<file path="config.mk">
export PLATFORM = sky130hd
export DESIGN_NAME = cal_clock
export DESIGN_NICKNAME = d
export VERILOG_FILES = /design/src/rtl/cal_pkg.sv /design/src/rtl/cal_step.sv /design/src/rtl/cal_month_len.sv /design/src/rtl/cal_alarm.sv /design/src/rtl/cal_clock.sv
export SDC_FILE = /design/constraint.sdc
export NUM_CORES = 1
export LEC_CHECK = 0
export BUFFER_PORTS_ARGS = -buffer_cell sky130_fd_sc_hd__buf_2
export CAP_MARGIN = 20
export CELL_PAD_IN_SITES_DETAIL_PLACEMENT = 1
export CELL_PAD_IN_SITES_GLOBAL_PLACEMENT = 1
export CORE_MARGIN = 3
export CORE_UTILIZATION = 37
export CTS_BUF_LIST = sky130_fd_sc_hd__clkbuf_16
export CTS_CLUSTER_DIAMETER = 40
export DETAILED_ROUTE_END_ITERATION = 8
export PLACE_DENSITY_LB_ADDON = 0.1
export SETUP_SLACK_MARGIN = 0.05
export SLEW_MARGIN = 40
export SYNTH_ARGS = -nofsm -noshare
export SYNTH_HDL_FRONTEND = slang
export SYNTH_SLANG_ARGS = --single-unit
</file>
<file path="constraint.sdc">
create_clock -name clk -period 3.2 [get_ports clk]
set_clock_uncertainty 0.2 [all_clocks]
set_input_delay 0.64 -clock clk [delete_from_list [all_inputs] [get_ports clk]]
set_output_delay 0.64 -clock clk [all_outputs]
set_load 0.02 [all_outputs]
</file>
<file path="src/rtl/cal_pkg.sv">
package cal_pkg;
    localparam int SEC_W  = 6;
    localparam int MIN_W  = 6;
    localparam int HOUR_W = 5;
    localparam int DOW_W  = 3;
    localparam int DATE_W = 5;
    localparam int MON_W  = 4;

    typedef enum logic [1:0] {
        MT_LONG  = 2'b00,
        MT_SHORT = 2'b01,
        MT_FEB   = 2'b10
    } mtype_e;

    typedef struct packed {
        logic [HOUR_W-1:0] hour;
        logic [MIN_W-1:0]  min;
        logic [SEC_W-1:0]  sec;
        logic [DOW_W-1:0]  dow;
        logic [DATE_W-1:0] date;
        logic [MON_W-1:0]  month;
    } cal_state_t;
endpackage

</file>
<file path="src/rtl/cal_step.sv">
// Wrapping increment stage: LO..top, with a wrap carry out.
module cal_step #(
    parameter int W  = 6,
    parameter int LO = 0
) (
    input  logic [W-1:0] cur,
    input  logic [W-1:0] top,
    input  logic         inc,
    output logic [W-1:0] nxt,
    output logic         wrap
);
    always_comb begin
        wrap = inc && (cur == top);
        if (!inc)
            nxt = cur;
        else if (wrap)
            nxt = W'(LO);
        else
            nxt = cur + 1'b1;
    end
endmodule

</file>
<file path="src/rtl/cal_month_len.sv">
// Classifies a month number into its length class.
module cal_month_len
    import cal_pkg::*;
(
    input  logic [MON_W-1:0] month,
    output mtype_e           mtype
);
    always_comb begin
        case (month)
            MON_W'(2):                                     mtype = MT_FEB;
            MON_W'(4), MON_W'(6), MON_W'(9), MON_W'(11):  mtype = MT_SHORT;
            default:                                       mtype = MT_LONG;
        endcase
    end
endmodule

</file>
<file path="src/rtl/cal_alarm.sv">
// Alarm match with weekend suppression.
module cal_alarm
    import cal_pkg::*;
#(
    parameter int WKND_A = 5,
    parameter int WKND_B = 6
) (
    input  logic              en,
    input  logic [HOUR_W-1:0] hour,
    input  logic [MIN_W-1:0]  min,
    input  logic [DOW_W-1:0]  dow,
    input  logic [HOUR_W-1:0] alm_hour,
    input  logic [MIN_W-1:0]  alm_min,
    output logic              buzz
);
    logic match;
    logic weekend;

    always_comb begin
        match   = (hour == alm_hour) && (min == alm_min);
        weekend = (dow == DOW_W'(WKND_A)) || (dow == DOW_W'(WKND_B));
        buzz    = en && match && !weekend;
    end
endmodule

</file>
<file path="src/rtl/cal_clock.sv">
module cal_clock
    import cal_pkg::*;
#(
    parameter int SEC_MOD    = 60,
    parameter int MIN_MOD    = 60,
    parameter int HOUR_MOD   = 24,
    parameter int DOW_MOD    = 7,
    parameter int MON_MOD    = 12,
    parameter int LONG_DAYS  = 31,
    parameter int SHORT_DAYS = 30,
    parameter int FEB_DAYS   = 28,
    parameter int WKND_A     = 5,
    parameter int WKND_B     = 6
) (
    input  logic              clk,
    input  logic              rst_n,
    input  logic              tick,
    input  logic              load_time,
    input  logic              load_date,
    input  logic [HOUR_W-1:0] set_hour,
    input  logic [MIN_W-1:0]  set_min,
    input  logic [SEC_W-1:0]  set_sec,
    input  logic [DOW_W-1:0]  set_dow,
    input  logic [DATE_W-1:0] set_date,
    input  logic [MON_W-1:0]  set_month,
    input  logic              alm_en,
    input  logic [HOUR_W-1:0] alm_hour,
    input  logic [MIN_W-1:0]  alm_min,
    output logic [HOUR_W-1:0] hour,
    output logic [MIN_W-1:0]  min,
    output logic [SEC_W-1:0]  sec,
    output logic [DOW_W-1:0]  dow,
    output logic [DATE_W-1:0] date,
    output logic [MON_W-1:0]  month,
    output logic              buzz
);
    localparam logic [SEC_W-1:0]  SEC_TOP  = SEC_W'(SEC_MOD - 1);
    localparam logic [MIN_W-1:0]  MIN_TOP  = MIN_W'(MIN_MOD - 1);
    localparam logic [HOUR_W-1:0] HOUR_TOP = HOUR_W'(HOUR_MOD - 1);
    localparam logic [DOW_W-1:0]  DOW_TOP  = DOW_W'(DOW_MOD - 1);
    localparam logic [MON_W-1:0]  MON_TOP  = MON_W'(MON_MOD);

    cal_state_t st_d, st_q;

    logic [SEC_W-1:0]  sec_n;
    logic [MIN_W-1:0]  min_n;
    logic [HOUR_W-1:0] hour_n;
    logic [DOW_W-1:0]  dow_n;
    logic [DATE_W-1:0] date_n;
    logic [MON_W-1:0]  mon_n;
    logic sec_wrap_d, min_wrap_d, hour_wrap_d, dow_wrap_d, date_wrap_d, mon_wrap_d;
    logic [DATE_W-1:0] date_top_d;
    mtype_e            mtype_d;

    cal_step #(.W(SEC_W), .LO(0)) u_sec (
        .cur(st_q.sec), .top(SEC_TOP), .inc(tick),
        .nxt(sec_n), .wrap(sec_wrap_d));
    cal_step #(.W(MIN_W), .LO(0)) u_min (
        .cur(st_q.min), .top(MIN_TOP), .inc(sec_wrap_d),
        .nxt(min_n), .wrap(min_wrap_d));
    cal_step #(.W(HOUR_W), .LO(0)) u_hour (
        .cur(st_q.hour), .top(HOUR_TOP), .inc(min_wrap_d),
        .nxt(hour_n), .wrap(hour_wrap_d));
    cal_step #(.W(DOW_W), .LO(0)) u_dow (
        .cur(st_q.dow), .top(DOW_TOP), .inc(hour_wrap_d),
        .nxt(dow_n), .wrap(dow_wrap_d));
    cal_step #(.W(DATE_W), .LO(1)) u_date (
        .cur(st_q.date), .top(date_top_d), .inc(hour_wrap_d),
        .nxt(date_n), .wrap(date_wrap_d));
    cal_step #(.W(MON_W), .LO(1)) u_mon (
        .cur(st_q.month), .top(MON_TOP), .inc(date_wrap_d),
        .nxt(mon_n), .wrap(mon_wrap_d));

    cal_month_len u_mlen (
        .month(st_q.month), .mtype(mtype_d));

    // Length of the current month from its class code.
    always_comb begin
        case (mtype_d)
            MT_SHORT: date_top_d = DATE_W'(SHORT_DAYS);
            MT_FEB:   date_top_d = DATE_W'(FEB_DAYS);
            default:  date_top_d = DATE_W'(LONG_DAYS);
        endcase
    end

    always_comb begin
        st_d = st_q;
        if (load_time || load_date) begin
            if (load_time) begin
                st_d.hour = set_hour;
                st_d.min  = set_min;
                st_d.sec  = set_sec;
            end
            if (load_date) begin
                st_d.dow   = set_dow;
                st_d.date  = set_date;
                st_d.month = set_month;
            end
        end else begin
            st_d.sec   = sec_n;
            st_d.min   = min_n;
            st_d.hour  = hour_n;
            st_d.dow   = dow_n;
            st_d.date  = date_n;
            st_d.month = mon_n;
        end
    end

    always_ff @(posedge clk or negedge rst_n) begin
        if (!rst_n) begin
            st_q.hour  <= '0;
            st_q.min   <= '0;
            st_q.sec   <= '0;
            st_q.dow   <= '0;
            st_q.date  <= DATE_W'(1);
            st_q.month <= MON_W'(1);
        end else begin
            st_q <= st_d;
        end
    end

    cal_alarm #(.WKND_A(WKND_A), .WKND_B(WKND_B)) u_alarm (
        .en(alm_en), .hour(st_q.hour), .min(st_q.min), .dow(st_q.dow),
        .alm_hour(alm_hour), .alm_min(alm_min), .buzz(buzz));

    assign hour  = st_q.hour;
    assign min   = st_q.min;
    assign sec   = st_q.sec;
    assign dow   = st_q.dow;
    assign date  = st_q.date;
    assign month = st_q.month;

    logic unused_wraps;
    assign unused_wraps = dow_wrap_d ^ mon_wrap_d;
endmodule

</file>
==> results.sh, run 1 <==
export IMPL_power_density_nw_per_um2=460.4
export IMPL_place_inst=383
export IMPL_nNetsFinal=376
export IMPL_timing_rr_end="month[2]"
export IMPL_power_mw=1.276
export IMPL_fin_crit_sh=0.8953
export IMPL_postRouteAntennaNets=0
export IMPL_async_reset_ff_frac=1.000
export IMPL_drt_iter0_drc=113
export IMPL_cp_common_cell="ha_1"
export IMPL_num_antenna_cells=0
export IMPL_grt_pass1_wl_mm=11.85
export IMPL_yosys_warnings=0
export IMPL_cpPeakStageDelay_ns=0.59
export IMPL_root_buffer="clkbuf_16"
export IMPL_fill_cells=724
export IMPL_tightest_slew_ns=0.7119
export IMPL_area_growth_syn_to_layout_pct=23.76
export IMPL_routed_wirelength_mm=7.121
export IMPL_dieArea_um2=7019
export IMPL_tns_ns=0
export IMPL_clock_path_buffers=2
export IMPL_hp_class="in -> async"
export IMPL_core_um2=5675
export IMPL_status="finished clean"
export IMPL_tritoncts="yes"
export IMPL_yosysTopAreaCellShare=0.3018
export IMPL_end_kind="register"
export IMPL_antenna_found_initial=0
export IMPL_grt_usage=0.2061
export IMPL_min_period_ns=2.865
export IMPL_ctsResizeCount=0
export IMPL_fmax_ghz=0.3490
export IMPL_ys_types=61
export IMPL_syn_avg_cell_area_um2=9.026
export IMPL_htree_levels=2
export IMPL_final_seq_area_um2=728.2
export IMPL_start_util=0.3944
export IMPL_vias=2237
export IMPL_cts_sinks=29
export IMPL_slew_viol_final=0
export IMPL_path_cells="inv_1 > ha_1 > nor2_1 > o31a_1 > ha_1 > xor2_1 > or3_1 > nor3_1 > a211oi_1"
export IMPL_dr_pass1_iters=4
export IMPL_syn_num_nets=306
export IMPL_synth_area_leaders="dfrtp_1 (30%), ha_1 (6.7%), xnor2_1 (4.7%)"
export IMPL_synth_seq_cells=29
export IMPL_cp_required_ns=3.14
export IMPL_yosysSeqAreaShare=0.3253
export IMPL_grt_max_degree=37
export IMPL_drc_errors=0
export IMPL_r2r_slack_ns=0.34
export IMPL_via_per_inst=5.721
export IMPL_syn_inst=248
export IMPL_ios=76
export IMPL_path_clk_slew_ns=0.05
export IMPL_whs_ns=0.2193
export IMPL_grt_overflow=0
export IMPL_finalHoldViolations=0
export IMPL_multi_input_area_um2=1393
export IMPL_ir_drop_mv=0.3344
export IMPL_path_class="reg -> reg"
export IMPL_rows=27
export IMPL_rr_worst_depth=9
export IMPL_postCtsSetupBuffers=0
export IMPL_start_kind="register"
export IMPL_grt_pass1_vias=2375
export IMPL_leakagePower_nw=1.269
export IMPL_setup_viol=0
export IMPL_cts_hold_buf=0
export IMPL_layout_drive_gt1_share=0.3166
export IMPL_yosysMostFrequentCell="dfrtp_1"
export IMPL_yosys_area_top_type="dfrtp_1"
export IMPL_hpwl_mm=5.188
export IMPL_path_max_fanout=6
export IMPL_cp_arrival_ns=2.81
export IMPL_slowest_stage="dfstp_2"
export IMPL_place_gp_congestion=0.7589
export IMPL_routedWlPerCell_um=18.21
export IMPL_cts_buffers=5
export IMPL_insertion_delay_ns=0.27
export IMPL_r2r_start="month[0]"
export IMPL_die_h_um=83.78
export IMPL_rsz0062_at_grt="false"
export IMPL_fin_cells=391
export IMPL_synth_edf_count=0
export IMPL_synth_top_cells_by_count="dfrtp_1 (27), nand2_1 (25), nand3_1 (16)"
export IMPL_maxCapViolations=0
export IMPL_port_buffers=75
export IMPL_relSlewSlack=0.5254
export IMPL_die_x_um=83.78
export IMPL_synth_flop_cell="dfrtp_1"
export IMPL_syn_cell_area_um2=2238
-- power by group --
group          switching, mW  leakage (nW)  internal, mW
clock network          0.166        0.0748         0.282
registers             0.0742         0.342         0.410
logic                  0.199         0.852         0.145
total                  0.439          1.27         0.836
-- critical path, delay by kind of cell, from the launching register on --
kind                     cells  cell delay, ns
adder cells (fa/ha/maj)      2            0.49
AND/OR/NAND/NOR              3            0.91
AO/OA/AOI/OAI                2            0.26
XOR/XNOR                     1            0.19
flip-flops                   1            0.59
buffers and inverters        1            0.10
-- kinds of logic (layout without fill, tap and decap cells) --
logic type	after synthesis	after routing	synth area share
simple gates	94	94	0.2426
mux	11	11	0.05031
buf+inv	22	93	0.05254
xor+xnor	18	18	0.07043
compound gates	62	62	0.1917
flops	29	29	0.3253
fa+ha+maj	12	12	0.06707
-- through the flow --
stage,setup slack [ns],util,area [um^2]
4_1_cts,0.3437,0.4881,2770
5_1_grt,0.1694,0.4881,2770
2_1_floorplan,0.4831,-,2238
6_report,0.3351,0.4881,2770
3_5_place_dp,0.3447,0.4636,2631
3_3_place_gp,0.4792,0.4636,2631
-- metal layers --
layer,part of all wire,GRT usage,wire [um]
met2,0.48,0.3550,3429
met1,0.46,0.2693,3264
met3,0.056,0.04245,400
met5,0,0,0
met4,0.0037,0.03509,26
-- how the worst max path moves through the flow --
stage,from,end,cells past startpoint
2_1_floorplan,month[0],month[2],10
3_3_place_gp,month[0],month[2],9
3_5_place_dp,month[0],month[2],9
4_1_cts,month[0],month[2],9
5_1_grt,month[0],month[2],9
6_report,month[0],month[2],9
-- layout by cell type, fill, tap and decap left out, types with 3 or more instances in the layout --
| master | netlist | layout |
|---|---|---|
| o21ai_0 | 10 | 10 |
| o211ai_1 | 3 | 3 |
| buf_2 | 1 | 75 |
| nor3_1 | 6 | 6 |
| inv_1 | 8 | 9 |
| clkbuf_16 | 0 | 5 |
| dfrtp_1 | 27 | 27 |
| nand3b_1 | 3 | 3 |
| nand3_1 | 16 | 16 |
| a211oi_1 | 3 | 3 |
| nor4_1 | 3 | 3 |
| a31oi_1 | 3 | 3 |
| o31ai_1 | 4 | 4 |
| nand2_1 | 25 | 25 |
| o22ai_1 | 5 | 5 |
| ha_1 | 12 | 12 |
| xor2_1 | 6 | 6 |
| or2_2 | 3 | 3 |
| nand4_1 | 9 | 9 |
| nor2_1 | 9 | 9 |
| xnor2_1 | 12 | 12 |
| mux2i_1 | 9 | 9 |
| a21oi_1 | 10 | 10 |
-- state kept, by name, summed over array words and instances (netlist names) --
register and cells:
min 6, sec 6, date 5, hour 5, month 4, dow 3
-- cell type report --
| cell class | instances | area share |
|---|---|---|
| clock buffer | 5 | 0.04517 |
| clock inverter | 3 | 0.004968 |
| inverter | 8 | 0.01084 |
| multi-input combinational | 197 | 0.5027 |
| sequential | 29 | 0.2629 |
| tap | 72 | 0.03252 |
| timing repair buffer | 77 | 0.1409 |
Note: power is estimated with default switching activity, not from simulation.
==> run 2: changes to the inputs <==
--- a/config.mk
+++ b/config.mk
@@ -14,6 +14,7 @@
 export CTS_BUF_LIST = sky130_fd_sc_hd__clkbuf_16
 export CTS_CLUSTER_DIAMETER = 40
 export DETAILED_ROUTE_END_ITERATION = 8
+export MAX_ROUTING_LAYER = met4
 export PLACE_DENSITY_LB_ADDON = 0.1
 export SETUP_SLACK_MARGIN = 0.05
 export SLEW_MARGIN = 40
==> results.sh, run 2 (same netlist as run 1, synthesis figures left out) <==
export IMPL_status="finished clean"
export IMPL_cp_arrival_ns=2.81
export IMPL_vias=2233
export IMPL_final_common_cell="buf_2"
export IMPL_path_cells="inv_1 > ha_1 > nor2_1 > o31a_1 > ha_1 > xor2_1 > or3_1 > nor3_1 > a211oi_1"
export IMPL_core_um2=5675
export IMPL_maxCapViolations=0
export IMPL_setup_viol=0
export IMPL_path_clk_slew_ns=0.05
export IMPL_grt_overflow=0
export IMPL_insertion_delay_ns=0.27
export IMPL_grt_usage=0.2121
export IMPL_power_mw=1.275
export IMPL_rows=27
export IMPL_grt_pass1_vias=2371
export IMPL_ir_drop_mv=0.3346
export IMPL_cts_sinks=29
export IMPL_fmax_ghz=0.3491
export IMPL_end_kind="register"
export IMPL_fin_crit_sh=0.8953
export IMPL_tritoncts="yes"
export IMPL_finish_utilization=0.4881
export IMPL_mostFrequentLayoutCells="buf_2 (75), dfrtp_1 (27), nand2_1 (25), nand3_1 (16)"
export IMPL_root_buffer="clkbuf_16"
export IMPL_drc_errors=0
export IMPL_ios=76
export IMPL_tns_ns=0
export IMPL_nNetsFinal=376
export IMPL_hpwl_mm=5.188
export IMPL_cp_common_cell="ha_1"
export IMPL_slowest_stage="dfstp_2"
export IMPL_via_per_inst=5.711
export IMPL_top_regs="min: 6 flops, sec: 6 flops"
export IMPL_grt_pass1_wl_mm=11.85
export IMPL_hp_class="in -> async"
export IMPL_power_density_nw_per_um2=460.4
export IMPL_area_growth_syn_to_layout_pct=23.76
export IMPL_ctsResizeCount=0
export IMPL_rsz0062_at_grt="false"
export IMPL_cts_buffers=5
export IMPL_cpPeakStageDelay_ns=0.59
export IMPL_routed_wirelength_mm=7.149
export IMPL_fin_cells=391
export IMPL_postRouteAntennaNets=0
export IMPL_htree_levels=2
export IMPL_grt_max_degree=37
export IMPL_drt_iter0_drc=107
export IMPL_path_max_fanout=6
export IMPL_dr_pass1_iters=4
export IMPL_finalHoldViolations=0
export IMPL_leakagePower_nw=1.269
export IMPL_postCtsSetupBuffers=0
export IMPL_start_kind="register"
export IMPL_relSlewSlack=0.5237
export IMPL_rr_worst_depth=9
export IMPL_slew_viol_final=0
export IMPL_num_antenna_cells=0
export IMPL_cts_hold_buf=0
export IMPL_antenna_found_initial=0
export IMPL_tightest_slew_ns=0.7144
export IMPL_min_period_ns=2.865
export IMPL_place_inst=383
export IMPL_die_h_um=83.78
export IMPL_die_x_um=83.78
export IMPL_routedWlPerCell_um=18.28
export IMPL_path_class="reg -> reg"
export IMPL_layout_drive_gt1_share=0.3166
export IMPL_port_buffers=75
export IMPL_clock_path_buffers=2
export IMPL_place_gp_congestion=0.7688
export IMPL_dieArea_um2=7019
export IMPL_cp_required_ns=3.14
export IMPL_start_util=0.3944
## run 2: report_power, final
group          switching (mW)  leakage (nW)  internal, mW
Clock                   0.166        0.0748         0.282
Sequential             0.0740         0.342         0.410
Combinational           0.200         0.852         0.145
Total                   0.439          1.27         0.836
## run 2: layer usage
metal	track usage	routed length, um
met2	0.3536	3419
met4	0.03509	27
met5	-	0
met3	0.04245	424
met1	0.2711	3278
## run 2: stage by stage
step | hold slack [ns] | worst slack [ns] | instance area (um^2)
3_3_place_gp | 0.3842 | 0.4792 | 2631
6_report | 0.2215 | 0.3351 | 2770
4_1_cts | 0.2564 | 0.3437 | 2770
5_1_grt | 0.2725 | 0.1694 | 2770
2_1_floorplan | 0.1444 | 0.4831 | 2238
3_5_place_dp | 0.4089 | 0.3447 | 2631
## run 2: path summary, 6_finish.rpt
path                       startpoint        to  slack, ns
min in group clk           set_dow[2]    dow[2]       0.37
max                          month[0]  month[2]       0.34
min                             rst_n    min[0]       0.22
max in group asynchronous       rst_n   hour[4]       2.12
max reg2reg                  month[0]  month[2]       0.34
min reg2reg                   date[0]   date[0]       0.42
## run 2: final cells by class
cell class                      instances  area (um^2)
Tap cell                               72        90.09
Fill cell                             724         2905
Sequential cell                        29        728.2
Clock inverter                          3        13.76
Multi-Input combinational cell        197         1393
Inverter                                8        30.03
Clock buffer                            5        125.1
Timing Repair Buffer                   77        390.4
## run 2: worst max-delay path, delay by kind of cell, from the launching register on
kind	cells	cell delay (ns)
AND/OR/NAND/NOR	3	0.91
AO/OA/AOI/OAI	2	0.26
flip-flops	1	0.59
adder cells (fa/ha/maj)	2	0.49
XOR/XNOR	1	0.19
buffers and inverters	1	0.10
